`config.mk`:
```
export PLATFORM = sky130hd
export DESIGN_NAME = dsl_lattice_stage
export DESIGN_NICKNAME = d
export VERILOG_FILES = /design/src/rtl/dsl_pkg.sv /design/src/rtl/dsl_adder.sv /design/src/rtl/dsl_align.sv /design/src/rtl/dsl_lattice_stage.sv
export SDC_FILE = /design/constraint.sdc
export NUM_CORES = 1
export LEC_CHECK = 0
export ABC_AREA = 1
export BUFFER_PORTS_ARGS = -buffer_cell sky130_fd_sc_hd__buf_4
export CORE_MARGIN = 2
export CORE_UTILIZATION = 48
export CTS_CLUSTER_SIZE = 28
export DETAILED_ROUTE_END_ITERATION = 7
export PLACE_DENSITY = 0.69
export SYNTH_ARGS = -nofsm -noshare
export SYNTH_HDL_FRONTEND = slang
export SYNTH_SLANG_ARGS = --single-unit
```
`constraint.sdc`:
```
create_clock -name clk -period 1.9 [get_ports clk]
set_input_delay 0 -clock clk [delete_from_list [all_inputs] [get_ports clk]]
set_output_delay 0 -clock clk [all_outputs]
set_load 0.02 [all_outputs]
```
`src/rtl/dsl_pkg.sv`:
```
`timescale 1ns/1ps
package dsl_pkg;
  localparam int DSL_WORD_W  = 8;
  localparam int DSL_DIGIT_W = 2;

  typedef enum logic {
    DSL_ADD = 1'b0,
    DSL_SUB = 1'b1
  } dsl_op_e;
endpackage

```
`src/rtl/dsl_adder.sv`:
```
`timescale 1ns/1ps
module dsl_adder
  import dsl_pkg::*;
#(
  parameter int      DIGIT_W = DSL_DIGIT_W,
  parameter dsl_op_e OP      = DSL_ADD
) (
  input  logic               clk,
  input  logic               rst_n,
  input  logic               en,
  input  logic               first,
  input  logic [DIGIT_W-1:0] lhs,
  input  logic [DIGIT_W-1:0] rhs,
  output logic [DIGIT_W-1:0] sum
);
  logic               carry_q;
  logic               cin;
  logic [DIGIT_W-1:0] rhs_eff;
  logic [DIGIT_W:0]   wide;

  // Subtraction adds the inverted operand with a carry of one into digit 0.
  generate
    if (OP == DSL_SUB) begin : g_sub
      assign rhs_eff = ~rhs;
      assign cin     = first ? 1'b1 : carry_q;
    end else begin : g_add
      assign rhs_eff = rhs;
      assign cin     = first ? 1'b0 : carry_q;
    end
  endgenerate

  assign wide = {1'b0, lhs} + {1'b0, rhs_eff} + {{DIGIT_W{1'b0}}, cin};
  assign sum  = wide[DIGIT_W-1:0];

  always_ff @(posedge clk or negedge rst_n) begin
    if (!rst_n)  carry_q <= 1'b0;
    else if (en) carry_q <= wide[DIGIT_W];
  end
endmodule

```
`src/rtl/dsl_align.sv`:
```
`timescale 1ns/1ps
module dsl_align
  import dsl_pkg::*;
#(
  parameter int WORD_W  = DSL_WORD_W,
  parameter int DIGIT_W = DSL_DIGIT_W
) (
  input  logic               clk,
  input  logic               rst_n,
  input  logic               in_valid,
  input  logic               in_first,
  input  logic [DIGIT_W-1:0] in_x,
  input  logic [DIGIT_W-1:0] in_y,
  input  logic               out_can,
  output logic               in_ready,
  output logic               fire,
  output logic               hold_first,
  output logic [DIGIT_W-1:0] hold_x,
  output logic [DIGIT_W-1:0] hold_y,
  output logic [DIGIT_W-1:0] scl_x,
  output logic [DIGIT_W-1:0] scl_y
);
  localparam int NDIG  = WORD_W / DIGIT_W;
  localparam int POS_W = $clog2(NDIG);
  localparam logic [POS_W-1:0] LAST = POS_W'(NDIG - 1);

  generate
    if ((WORD_W % DIGIT_W) != 0 || NDIG < 2) begin : g_bad_cfg
      $error("digit size must divide the wordlength into at least two digits");
    end
  endgenerate

  logic             hold_v;
  logic [POS_W-1:0] hold_pos;
  logic [POS_W-1:0] next_pos;
  logic [POS_W-1:0] in_pos;
  logic             at_last;
  logic             take;

  assign at_last    = (hold_pos == LAST);
  assign in_ready   = !hold_v || out_can;
  assign take       = in_valid && in_ready;
  assign fire       = hold_v && out_can && (at_last || in_valid);
  assign hold_first = (hold_pos == '0);
  assign in_pos     = in_first ? '0 : next_pos;

  // Scaled operand: the next digit of the other stream, or its sign on the top digit.
  assign scl_x = at_last ? {DIGIT_W{hold_x[DIGIT_W-1]}} : in_x;
  assign scl_y = at_last ? {DIGIT_W{hold_y[DIGIT_W-1]}} : in_y;

  always_ff @(posedge clk or negedge rst_n) begin
    if (!rst_n) begin
      hold_v   <= 1'b0;
      hold_pos <= '0;
      hold_x   <= '0;
      hold_y   <= '0;
      next_pos <= '0;
    end else if (take) begin
      hold_v   <= 1'b1;
      hold_x   <= in_x;
      hold_y   <= in_y;
      hold_pos <= in_pos;
      next_pos <= (in_pos == LAST) ? '0 : in_pos + POS_W'(1);
    end else if (fire) begin
      hold_v   <= 1'b0;
    end
  end

  // a released inner digit is followed in the hold register by its successor.
  p_pos_step_r4: assert property (@(posedge clk) disable iff (!rst_n)
    fire && !at_last |=> hold_v && (hold_pos == $past(hold_pos) + POS_W'(1)));

  // the top digit leaves without waiting; only a new word's digit 0 may follow.
  p_last_drains_r8: assert property (@(posedge clk) disable iff (!rst_n)
    hold_v && at_last && out_can |=> !hold_v || (hold_pos == '0));
endmodule

```
`src/rtl/dsl_lattice_stage.sv`:
```
`timescale 1ns/1ps
module dsl_lattice_stage
  import dsl_pkg::*;
#(
  parameter int WORD_W  = DSL_WORD_W,
  parameter int DIGIT_W = DSL_DIGIT_W
) (
  input  logic               clk,
  input  logic               rst_n,
  input  logic               in_valid,
  output logic               in_ready,
  input  logic               in_first,
  input  logic [DIGIT_W-1:0] in_x,
  input  logic [DIGIT_W-1:0] in_y,
  output logic               out_valid,
  input  logic               out_ready,
  output logic               out_first,
  output logic [DIGIT_W-1:0] out_a,
  output logic [DIGIT_W-1:0] out_b
);
  localparam int NDIG  = WORD_W / DIGIT_W;
  localparam int POS_W = $clog2(NDIG);

  logic               out_can;
  logic               fire;
  logic               hold_first;
  logic [DIGIT_W-1:0] hold_x, hold_y, scl_x, scl_y;
  logic [DIGIT_W-1:0] sum_a, sum_b;

  assign out_can = !out_valid || out_ready;

  dsl_align #(.WORD_W(WORD_W), .DIGIT_W(DIGIT_W)) u_align (
    .clk(clk), .rst_n(rst_n),
    .in_valid(in_valid), .in_first(in_first), .in_x(in_x), .in_y(in_y),
    .out_can(out_can), .in_ready(in_ready), .fire(fire),
    .hold_first(hold_first), .hold_x(hold_x), .hold_y(hold_y),
    .scl_x(scl_x), .scl_y(scl_y)
  );

  dsl_adder #(.DIGIT_W(DIGIT_W), .OP(DSL_ADD)) u_sum_a (
    .clk(clk), .rst_n(rst_n), .en(fire), .first(hold_first),
    .lhs(hold_x), .rhs(scl_y), .sum(sum_a)
  );

  dsl_adder #(.DIGIT_W(DIGIT_W), .OP(DSL_SUB)) u_dif_b (
    .clk(clk), .rst_n(rst_n), .en(fire), .first(hold_first),
    .lhs(hold_y), .rhs(scl_x), .sum(sum_b)
  );

  always_ff @(posedge clk or negedge rst_n) begin
    if (!rst_n) begin
      out_valid <= 1'b0;
      out_first <= 1'b0;
      out_a     <= '0;
      out_b     <= '0;
    end else if (fire) begin
      out_valid <= 1'b1;
      out_first <= hold_first;
      out_a     <= sum_a;
      out_b     <= sum_b;
    end else if (out_ready) begin
      out_valid <= 1'b0;
    end
  end

  // Checker state: position of the next output digit within its word.
  logic [POS_W-1:0] chk_out_pos;
  always_ff @(posedge clk or negedge rst_n) begin
    if (!rst_n) chk_out_pos <= '0;
    else if (out_valid && out_ready)
      chk_out_pos <= (chk_out_pos == POS_W'(NDIG - 1)) ? '0 : chk_out_pos + POS_W'(1);
  end

  // the word-start flag appears only on the first digit of every group.
  p_out_frame_r4: assert property (@(posedge clk) disable iff (!rst_n)
    out_valid && out_first |-> chk_out_pos == '0);

  // a released digit is presented on the next clock.
  p_fire_lands_r6: assert property (@(posedge clk) disable iff (!rst_n)
    fire |=> out_valid);

  // a stalled output digit stays put.
  p_out_hold_r7: assert property (@(posedge clk) disable iff (!rst_n)
    out_valid && !out_ready |=> out_valid && $stable(out_a) && $stable(out_b)
                                 && $stable(out_first));
endmodule

```
==> run metrics <==
most frequent cell after synthesis=nand2_1; Initial DRT Pass Iterations=4; Tot Pwr=1.305 mW; area delta synth->final=29.04%; share of cells above drive strength 1=31.58%; number of global-route vias before repair=683; final hold viol count=0; most frequent cells after synthesis=40 x nand2_1, 17 x dfrtp_1, 15 x inv_1; Main synth FF type=dfrtp_1; diode count=0; Yosys reg bits=17; CP max FO=5; area taken by multi-input logic gates=432.9 um^2; CTS tree=done; crit path from=u_align.hold_pos[1]$_DFFE_PN0P_; Sink Count=17; peak supply drop=0.4885 mV; Die X=47.83 um; Worst R2R Path Depth=9; Req. time, crit path=2.08 ns; num rows=15; Arrival @ worst endpoint=2.01 ns; Final ANT Viol Nets=0; worst setup margin=0.07097 ns; Seq/Total Area, Yosys=46.13%; RSZ-0062 raised after global routing=true; post-synthesis adder-cell area fraction=8.684%; Initial Util=52.27%; core area=0.001764 mm^2; Post-Synthesis Cell Area=922.1 um^2; Startpoint Class=register; synth top area cells=dfrtp_1 46%, nand2_1 16%, fa_1 8.7%; status=finished, final reports clean; Storage cell area=425.4 um^2; final WL=1.649 mm; Worst Hold Class=in2reg; reg2reg start=u_align.hold_pos[1]$_DFFE_PN0P_; placed cell areas=0.001055 mm^2; deepest clock path buffer count=2; Tcrit/Tclk final=96.26%; leakage=0.6396 nW; H-tree depth=1; Mapped Nets=118; Slew HR=73.02%; Slew Limit Fails=0; fmax=546.7 MHz; fin nets=147; simple-gate share of the synthesized area=31.21%; Mapped Cells=105; critical path capture point type=register; largest net degree at the start of global routing=18; first-pass GRT wire length=2.801 mm; vias post-DR=737; DP HPWL=1.220 mm; TritonCTS Buffers=3; die area=0.002288 mm^2; residual DRC count=0; fin crit period=1.829 ns; Max Cap Viol=0; cell taking the most area after synthesis=dfrtp_1; Overflow after GRT=0; final instance area=0.001190 mm^2; complex-gate fraction of the synthesized area=4.613%; kind of critical path=reg2reg; dpl ws=-0.04194 ns; Chip Height=47.83 um; RR Endpoint=out_a[1]$_DFFE_PN0P_; port bufs=15; Worst-Skew Late Latency=0.29 ns; number of vias per cell=4.665; Total GRT Usage=17.46%; final core occ=67.45%; Yosys cell types=16; gpl congestion=0.7648; Final setup viols=0; filler instances=172; largest family of logic cells by synthesized area=simple AND/OR/NAND/NOR gates; Synth top area share=46.13%; initial antenna violation count=0; flop2flop setup slack=0.07 ns; CTS root buffer=clkbuf_4; average instance area after synthesis=8.782 um^2; Routed WL per cell=10.44 um; mux share of post-synthesis cell area=0%; Layout Skew=0.007252 ns; DRT iter0 DRCs=11; Synth Warn #=0; Post-synth EDFFs=0; crit path to=out_a[1]$_DFFE_PN0P_; Synth Area in XOR/XNOR=0%; share of flip-flops with an asynchronous set or reset=100.0%; clock slew at reported path FFs=0.11 ns; Pwr Density=1097 mW/mm^2; Worst Tran Pin Value=0.4047 ns; io pins=16
==> layout make-up <==
cell class | count | share of cell area, %
clock buffer | 3 | 1.893
clock inverter | 1 | 0.4206
inverter | 16 | 5.047
multi-input combinational | 70 | 36.38
sequential | 17 | 35.75
tap | 25 | 2.629
timing repair buffer | 26 | 17.88
==> worst min path at each step <==
| stage | from | to | slack, ns | depth (start not counted) |
|---|---|---|---|---|
| 3_3_place_gp | rst_n | out_valid$_DFFE_PN0P_ | -0.12 | 1 |
| 4_1_cts | out_ready | u_align.hold_pos[0]$_DFFE_PN0P_ | 0.09 | 5 |
| 6_report | out_ready | u_align.hold_pos[0]$_DFFE_PN0P_ | 0.09 | 5 |
| 3_5_place_dp | rst_n | out_valid$_DFFE_PN0P_ | -0.12 | 1 |
| 2_1_floorplan | rst_n | out_a[0]$_DFFE_PN0P_ | -0.30 | 0 |
| 5_1_grt | out_ready | u_align.hold_pos[0]$_DFFE_PN0P_ | 0.11 | 5 |
==> where the power goes <==
group          total [mW]  internal (mW)  switching (mW)
registers           0.572          0.479          0.0931
clock network       0.193         0.0781           0.115
logic               0.540          0.245           0.295
total                1.31          0.802           0.503
==> routing by layer <==
| metal | up-vias | part of all wire [%] | track usage (%) |
|---|---|---|---|
| met5 | - | 0 | 0 |
| met4 | 0 | 0.73 | 6.486 |
| met3 | 2 | 3.6 | 2.264 |
| met2 | 18 | 48 | 28.80 |
| met1 | 332 | 48 | 23.44 |
| li1 | 385 | - | - |
==> kinds of logic (layout without fill, tap and decap cells) <==
group / count (synthesis) / after routing
compound gates: 7 / 7
fa+ha+maj: 4 / 4
buf+inv: 18 / 46
flops: 17 / 17
simple gates: 59 / 59
==> repair_timing <==
| item | in CTS | in global routing |
|---|---|---|
| setup endpoints to repair | 2 | 2 |
| resized for setup | 6 | 7 |
| hold buffers | 7 | 0 |
| hold endpoints to repair | 23 | 0 |
| pin swaps | 0 | 4 |
| buffers inserted | 1 | 1 |
==> state kept, by name (all words and copies together) (netlist names) <==
register and count:
u_sum_a.carry_q 1, out_valid 1, out_a 2, u_align.hold_v 1
u_align.hold_pos 2, out_first 1, out_b 2, u_align.hold_y 2
u_align.hold_x 2, u_align.next_pos 2, u_dif_b.carry_q 1
==> layout by cell type (no fill, tap or decap), drive strengths merged <==
master | Yosys | final
nand4 | 7 | 7
nor2 | 2 | 2
dlygate4sd3 | 0 | 7
fa | 4 | 4
inv | 16 | 16
nand2 | 43 | 43
o21ai | 7 | 7
clkinv | 0 | 1
clkbuf | 0 | 3
dfrtp | 17 | 17
or2 | 2 | 2
buf | 2 | 19
nand3 | 5 | 5
==> through the flow <==
| stage | hold WS (ns) | setup TNS [ns] | std cells |
|---|---|---|---|
| floorplan | -0.2956 | 0 | 105 |
| CTS | 0.09424 | 0 | 157 |
| global placement | -0.1235 | 0 | 145 |
| finish | 0.08898 | 0 | 158 |
| global route | 0.1062 | -0.07336 | 158 |
| detailed placement | -0.1246 | -0.06145 | 145 |
==> worst max-delay path, cell delays in order, from the launching register on <==
cell	delay, ns
dfrtp_1	0.43
nand2_2	0.11
inv_2	0.06
nand2_1	0.08
o21ai_2	0.07
fa_2	0.36
inv_2	0.06
fa_1	0.39
nand4_1	0.09
nand2_1	0.06
Note: power is estimated with default switching activity, not from simulation.
